<file path="src/rtl/uart_mode_pkg.sv">
package uart_mode_pkg;
  typedef enum logic [2:0] {
    MODE_BYTE  = 3'd0,
    MODE_STD   = 3'd1,
    MODE_DEEP  = 3'd2,
    MODE_ENH   = 3'd3
  } uart_mode_e;

  localparam logic [1:0] ADDR_FIFO_CTRL = 2'd0;
  localparam logic [1:0] ADDR_LINE_CTRL = 2'd1;
  localparam logic [1:0] ADDR_FEAT_CTRL = 2'd2;

  localparam int BIT_FIFO_ON  = 0;
  localparam int BIT_EXTEND   = 5;
  localparam int BIT_LATCH    = 7;
  localparam int BIT_ENHANCED = 4;
endpackage

</file>
<file path="src/rtl/uart_mode_regs.sv">
module uart_mode_regs
  import uart_mode_pkg::*;
#(
  parameter int STD_DEPTH = 16,
  parameter int EXT_DEPTH = 128,
  localparam int CNT_W = $clog2(EXT_DEPTH + 1)
) (
  input  logic             clk,
  input  logic             rst_n,
  input  logic             reg_we,
  input  logic [1:0]       reg_addr,
  input  logic [7:0]       reg_wdata,
  output uart_mode_e       mode,
  output logic [CNT_W-1:0] depth,
  output logic             auto_flow_en,
  output logic             sleep_en,
  output logic             flush
);
  logic fifo_on_q, extend_q, latch_q, enh_q;
  logic fifo_on_d, extend_d, latch_d, enh_d;

  function automatic logic [CNT_W-1:0] pick_depth(logic on, logic ext, logic enh);
    if (!on)            return CNT_W'(1);
    else if (enh || ext) return CNT_W'(EXT_DEPTH);
    else                return CNT_W'(STD_DEPTH);
  endfunction

  always_comb begin
    fifo_on_d = fifo_on_q;
    extend_d  = extend_q;
    latch_d   = latch_q;
    enh_d     = enh_q;
    if (reg_we) begin
      case (reg_addr)
        ADDR_FIFO_CTRL: begin
          fifo_on_d = reg_wdata[BIT_FIFO_ON];
          if (latch_q) extend_d = reg_wdata[BIT_EXTEND];
        end
        ADDR_LINE_CTRL: latch_d = reg_wdata[BIT_LATCH];
        ADDR_FEAT_CTRL: enh_d   = reg_wdata[BIT_ENHANCED];
        default: ;
      endcase
    end
  end

  always_ff @(posedge clk or negedge rst_n) begin
    if (!rst_n) begin
      fifo_on_q <= 1'b0;
      extend_q  <= 1'b0;
      latch_q   <= 1'b0;
      enh_q     <= 1'b0;
    end else begin
      fifo_on_q <= fifo_on_d;
      extend_q  <= extend_d;
      latch_q   <= latch_d;
      enh_q     <= enh_d;
    end
  end

  assign depth = pick_depth(fifo_on_q, extend_q, enh_q);
  assign flush = pick_depth(fifo_on_d, extend_d, enh_d) != depth;

  always_comb begin
    if (!fifo_on_q)    mode = MODE_BYTE;
    else if (enh_q)    mode = MODE_ENH;
    else if (extend_q) mode = MODE_DEEP;
    else               mode = MODE_STD;
  end

  assign auto_flow_en = fifo_on_q && extend_q && !enh_q;
  assign sleep_en     = fifo_on_q && extend_q && !enh_q;

  assert_guard_R5: assert property (@(posedge clk) disable iff (!rst_n)
    (reg_we && reg_addr == ADDR_FIFO_CTRL && !latch_q) |=> $stable(extend_q));

  assert_byte_mode_R2: assert property (@(posedge clk) disable iff (!rst_n)
    (mode == MODE_BYTE) |-> (depth == CNT_W'(1)));
endmodule

</file>
<file path="src/rtl/uart_mode_fifo.sv">
module uart_mode_fifo #(
  parameter int DATA_W    = 8,
  parameter int MAX_DEPTH = 128,
  localparam int PTR_W = $clog2(MAX_DEPTH),
  localparam int CNT_W = $clog2(MAX_DEPTH + 1)
) (
  input  logic              clk,
  input  logic              rst_n,
  input  logic              flush,
  input  logic [CNT_W-1:0]  depth,
  input  logic              in_valid,
  output logic              in_ready,
  input  logic [DATA_W-1:0] in_data,
  output logic              out_valid,
  input  logic              out_ready,
  output logic [DATA_W-1:0] out_data,
  output logic              full,
  output logic              empty,
  output logic              overrun
);
  logic [DATA_W-1:0] mem [MAX_DEPTH];
  logic [PTR_W-1:0]  wr_ptr, rd_ptr;
  logic [CNT_W-1:0]  count;
  logic              push, pop;

  function automatic logic [PTR_W-1:0] bump(logic [PTR_W-1:0] p, logic [CNT_W-1:0] lim);
    if (CNT_W'(p) + CNT_W'(1) >= lim) return '0;
    else return p + PTR_W'(1);
  endfunction

  assign full      = count >= depth;
  assign empty     = count == '0;
  assign in_ready  = !full;
  assign out_valid = !empty;
  assign out_data  = mem[rd_ptr];
  assign push      = in_valid && in_ready && !flush;
  assign pop       = out_valid && out_ready && !flush;

  always_ff @(posedge clk) begin
    if (push) mem[wr_ptr] <= in_data;
  end

  always_ff @(posedge clk or negedge rst_n) begin
    if (!rst_n) begin
      wr_ptr  <= '0;
      rd_ptr  <= '0;
      count   <= '0;
      overrun <= 1'b0;
    end else begin
      overrun <= in_valid && !in_ready && !flush;
      if (flush) begin
        wr_ptr <= '0;
        rd_ptr <= '0;
        count  <= '0;
      end else begin
        if (push) wr_ptr <= bump(wr_ptr, depth);
        if (pop)  rd_ptr <= bump(rd_ptr, depth);
        case ({push, pop})
          2'b10:   count <= count + CNT_W'(1);
          2'b01:   count <= count - CNT_W'(1);
          default: ;
        endcase
      end
    end
  end

  assert_count_bound_R9: assert property (@(posedge clk) disable iff (!rst_n)
    count <= depth);

  assert_no_overflow_R9: assert property (@(posedge clk) disable iff (!rst_n)
    overrun |-> $past(in_valid && full));

  assert_flush_empty_R10: assert property (@(posedge clk) disable iff (!rst_n)
    flush |=> empty);

  assert_not_both_R8: assert property (@(posedge clk) disable iff (!rst_n)
    !(full && empty));
endmodule

</file>
<file path="src/rtl/uart_fifo_mode_ctrl.sv">
module uart_fifo_mode_ctrl
  import uart_mode_pkg::*;
#(
  parameter int DATA_W    = 8,
  parameter int STD_DEPTH = 16,
  parameter int EXT_DEPTH = 128,
  localparam int CNT_W = $clog2(EXT_DEPTH + 1)
) (
  input  logic              clk,
  input  logic              rst_n,
  input  logic              reg_we,
  input  logic [1:0]        reg_addr,
  input  logic [7:0]        reg_wdata,
  output logic [2:0]        mode,
  output logic [CNT_W-1:0]  depth,
  output logic              auto_flow_en,
  output logic              sleep_en,
  input  logic              tx_in_valid,
  output logic              tx_in_ready,
  input  logic [DATA_W-1:0] tx_in_data,
  output logic              tx_out_valid,
  input  logic              tx_out_ready,
  output logic [DATA_W-1:0] tx_out_data,
  output logic              tx_full,
  output logic              tx_empty,
  output logic              tx_overrun,
  input  logic              rx_in_valid,
  output logic              rx_in_ready,
  input  logic [DATA_W-1:0] rx_in_data,
  output logic              rx_out_valid,
  input  logic              rx_out_ready,
  output logic [DATA_W-1:0] rx_out_data,
  output logic              rx_full,
  output logic              rx_empty,
  output logic              rx_overrun
);
  uart_mode_e mode_e;
  logic       flush;

  uart_mode_regs #(.STD_DEPTH(STD_DEPTH), .EXT_DEPTH(EXT_DEPTH)) u_regs (
    .clk, .rst_n, .reg_we, .reg_addr, .reg_wdata,
    .mode(mode_e), .depth, .auto_flow_en, .sleep_en, .flush
  );

  assign mode = mode_e;

  uart_mode_fifo #(.DATA_W(DATA_W), .MAX_DEPTH(EXT_DEPTH)) u_tx (
    .clk, .rst_n, .flush, .depth,
    .in_valid(tx_in_valid), .in_ready(tx_in_ready), .in_data(tx_in_data),
    .out_valid(tx_out_valid), .out_ready(tx_out_ready), .out_data(tx_out_data),
    .full(tx_full), .empty(tx_empty), .overrun(tx_overrun)
  );

  uart_mode_fifo #(.DATA_W(DATA_W), .MAX_DEPTH(EXT_DEPTH)) u_rx (
    .clk, .rst_n, .flush, .depth,
    .in_valid(rx_in_valid), .in_ready(rx_in_ready), .in_data(rx_in_data),
    .out_valid(rx_out_valid), .out_ready(rx_out_ready), .out_data(rx_out_data),
    .full(rx_full), .empty(rx_empty), .overrun(rx_overrun)
  );

  assert_enables_R7: assert property (@(posedge clk) disable iff (!rst_n)
    (auto_flow_en || sleep_en) |-> (mode == 3'd2));

  assert_enh_depth_R6: assert property (@(posedge clk) disable iff (!rst_n)
    (mode == 3'd3) |-> (depth == CNT_W'(EXT_DEPTH)));
endmodule

</file>
<file path="config.mk">
export PLATFORM = sky130hd
export DESIGN_NAME = uart_fifo_mode_ctrl
export DESIGN_NICKNAME = d
export VERILOG_FILES = /design/src/rtl/uart_mode_pkg.sv /design/src/rtl/uart_mode_regs.sv /design/src/rtl/uart_mode_fifo.sv /design/src/rtl/uart_fifo_mode_ctrl.sv
export SDC_FILE = /design/constraint.sdc
export NUM_CORES = 2
export LEC_CHECK = 0
export BUFFER_PORTS_ARGS = -buffer_cell sky130_fd_sc_hd__buf_4
export CELL_PAD_IN_SITES_DETAIL_PLACEMENT = 0
export CELL_PAD_IN_SITES_GLOBAL_PLACEMENT = 1
export CORE_ASPECT_RATIO = 1.1
export CORE_MARGIN = 5
export CORE_UTILIZATION = 56
export DETAILED_ROUTE_END_ITERATION = 10
export PLACE_DENSITY_LB_ADDON = 0.3
export RECOVER_POWER = 25
export SYNTH_ARGS = -nofsm -noshare
export SYNTH_HDL_FRONTEND = slang
export SYNTH_SLANG_ARGS = --single-unit
</file>
<file path="constraint.sdc">
create_clock -name clk -period 4.9 [get_ports clk]
set_clock_uncertainty 0.15 [all_clocks]
set_input_delay 0.735 -clock clk [delete_from_list [all_inputs] [get_ports clk]]
set_output_delay 0.735 -clock clk [all_outputs]
set_load 0.02 [all_outputs]
</file>
==> out/qor.yml <==
status: "complete, but fails checks"
violations: "max-capacitance violations, max-slew violations"
gp_congestion: 0.8154
final_max_slew_viol_count: 1465
coreArea_mm2: 0.1481
grt_pass1_vias: 41700
drive_above_1_share: 0.2165
ios: 72
synth_ff_type: "edfxtp_1"
p_leak_nw: 29.09
fin_total_pwr_mw: 43.36
port_buffers: 61
syn_avg_cell_area_um2: 19.80
path_cells: "buf_4, buf_4, mux4_2, mux2i_1, o21ai_0, nand2_1, a22o_1, nor3_1, buf_4"
hp-class: "input port to flop"
num-fill-cells: 10140
post-route-min-period_ps: 4838
clk_pin_slew_ps: 60
drt_iter0_markers: 3588
path_max_fanout: 7
clockBufferDepth: 3
setup_tns_ps: 0
crit_arrival_ps: 3950
synth_cell_type_count: 77
synth-edff-count: 2048
die_w_um: 378.3
netlist_area_mm2: 0.08358
clockRootBuffer: "clkbuf_16"
setup_viol: 0
syn-instance-count: 4221
placed_area_mm2: 0.08677
via_count: 41000
drc: 0
clk_latency_ps: 820
die_area_mm2: 0.1571
ant_nets: 0
required_ps: 4010
tightest_slew_ps: 4666
worst_slack_ps: 61.67
fp.dieH_um: 415.2
cp-end-kind: "primary output"
grt_use_total: 0.2412
hold_violations: 0
finalWirelength_um: 188500
worst_setup_path_start_kind: "flop"
max_stage_delay_ps: 700
rows: 148
yosys_warnings: 0
ys_seq_elements: 2098
final_area_mm2: 0.09327
grt_pass1_wl_um: 277300
routedWlPerCell_um: 28.75
grt_max_degree: 110
grt_overflow: 0
htreeDepth: 4
dr.pass1.iters: 6
ys_seq_area_frac: 0.7508
viasPerCell: 6.253
rsz0062_at_grt: "false"
ir_worst_vdd_v: 0.0004361
area.growth.synth_to_final_pct: 11.60
cts_buffers: 197
critPathKind: "flop to primary output"
pre_cts_slack_ps: 677.1
yosysTopAreaCell: "edfxtp_1"
antenna_found_initial: 0
dp_hpwl_um: 112700
slowest_stage: "o21ai_0"
cts_tree: "yes"
max_slew_margin: -2.111
nNetsFinal: 4508
fin_crit_sh: 0.9874
synth_area_leaders: "edfxtp_1, mux4_2, mux2i_1"
cts.sink_count: 2098
power_density_mw_per_mm2: 464.9
path_common_cell: "buf_4"
synth_common_cells: "edfxtp_1, mux4_2, nor2_1, mux2i_1, clkbuf_1"
cap_violations: 20
start_util: 0.5642
reg2reg_slack_ps: 790
synth_top_area_frac: 0.7358
async_flop_share: 0.02383
max_freq_mhz: 206.7
yosysMostFrequentCell: "edfxtp_1"
## power breakdown
part | switching [mW] | leakage, nW | internal (mW)
clock network | 6.48 | 3.07 | 8.35
registers | 0.207 | 19.0 | 19.9
logic | 4.51 | 6.98 | 3.91
total | 11.2 | 29.1 | 32.2
## repair_timing
| action | 4_1_cts | 5_1_grt |
|---|---|---|
| hold endpoints to repair | 56 | 0 |
| setup endpoints to repair | 14 | 1 |
| gates resized for setup | 6 | 1 |
| hold buffers | 7 | 0 |
| buffers inserted | 10 | 0 |
## path summary, 6_finish.rpt
check	startpoint	end	depth (start not counted)
max in group asynchronous	rst_n	u_rx.rd_ptr[1]$_DFFE_PN0P_	2
min in group asynchronous	rst_n	u_rx.overrun$_DFF_PN0_	2
worst max-delay path	u_rx.rd_ptr[0]$_DFFE_PN0P_	rx_out_data[4]	9
worst min-delay path	reg_addr[1]	u_regs.fifo_on_q$_DFF_PN0_	4
worst min register to register	u_regs.latch_q$_DFFE_PN0P_	u_regs.latch_q$_DFFE_PN0P_	1
worst max register to register	u_regs.enh_q$_DFF_PN0_	u_tx.count[7]$_DFFE_PN0P_	16
## cell type report
| class | instances | area (um^2) | share of cell area |
|---|---|---|---|
| diodes | 1 | 2.502 | 0.00002683 |
| repair buffers | 262 | 2300 | 0.02466 |
| clock inverters | 116 | 1100 | 0.01179 |
| inverters | 18 | 70.07 | 0.0007512 |
| multi-input cells | 1862 | 19370 | 0.2077 |
| flip-flops and latches | 2098 | 62780 | 0.6731 |
| clock buffers | 250 | 5213 | 0.05589 |
| well taps | 1950 | 2440 | 0.02616 |
## logic make-up (layout without fill, tap and decap cells)
logic type | after synthesis | in the layout | synth area share
buf+inv | 266 | 646 | 0.01831
simple gates | 634 | 634 | 0.03509
other cells | 1 | 7 | 0.00004487
xor+xnor | 32 | 32 | 0.003443
fa+ha+maj | 36 | 36 | 0.005569
mux | 756 | 756 | 0.1550
flops | 2098 | 2098 | 0.7508
compound gates | 398 | 398 | 0.03171
## flip-flops by register name (all words and copies together), names as in the netlist, 7 cells and up
register and count:
u_rx.mem 1024, u_tx.mem 1024, u_rx.count 8, u_tx.count 8
u_rx.rd_ptr 7, u_rx.wr_ptr 7, u_tx.rd_ptr 7, u_tx.wr_ptr 7
## per-stage QoR
| step | hold slack, ps | std cells | utilization |
|---|---|---|---|
| 6_report | 157.3 | 6557 | 0.6296 |
| 4_1_cts | 73.34 | 6556 | 0.6300 |
| 3_3_place_gp | 371.7 | 6173 | 0.5857 |
| 2_1_floorplan | 289.4 | 4226 | - |
| 3_5_place_dp | 376.6 | 6173 | 0.5857 |
| 5_1_grt | 121.5 | 6556 | 0.6296 |
## layout by cell type (no fill, tap or decap), types with 70 or more instances in the layout
cell,instances
edfxtp_1,2048
mux4_2,430
nor2_1,366
mux2i_1,319
buf_4,203
clkbuf_16,200
o22ai_1,90
a211oi_1,88
nand2_1,70
a21oi_1,70
## routing by layer
layer | global-route usage | vias to the layer above | wire, um
met3 | 0.03921 | 291 | 12640
met2 | 0.4067 | 1544 | 96950
met5 | 0 | - | 0
met1 | 0.3258 | 21440 | 72720
li1 | - | 17730 | -
met4 | 0.07905 | 0 | 6190
## worst max-delay path: cells and delay by family (launching register included)
family / cells / cell delay, ps
flip-flops: 1 / 580
multiplexers: 2 / 450
buffers and inverters: 3 / 630
AND/OR/NAND/NOR: 2 / 510
AO/OA/AOI/OAI: 2 / 970
Power figures use the tool's default switching activity.
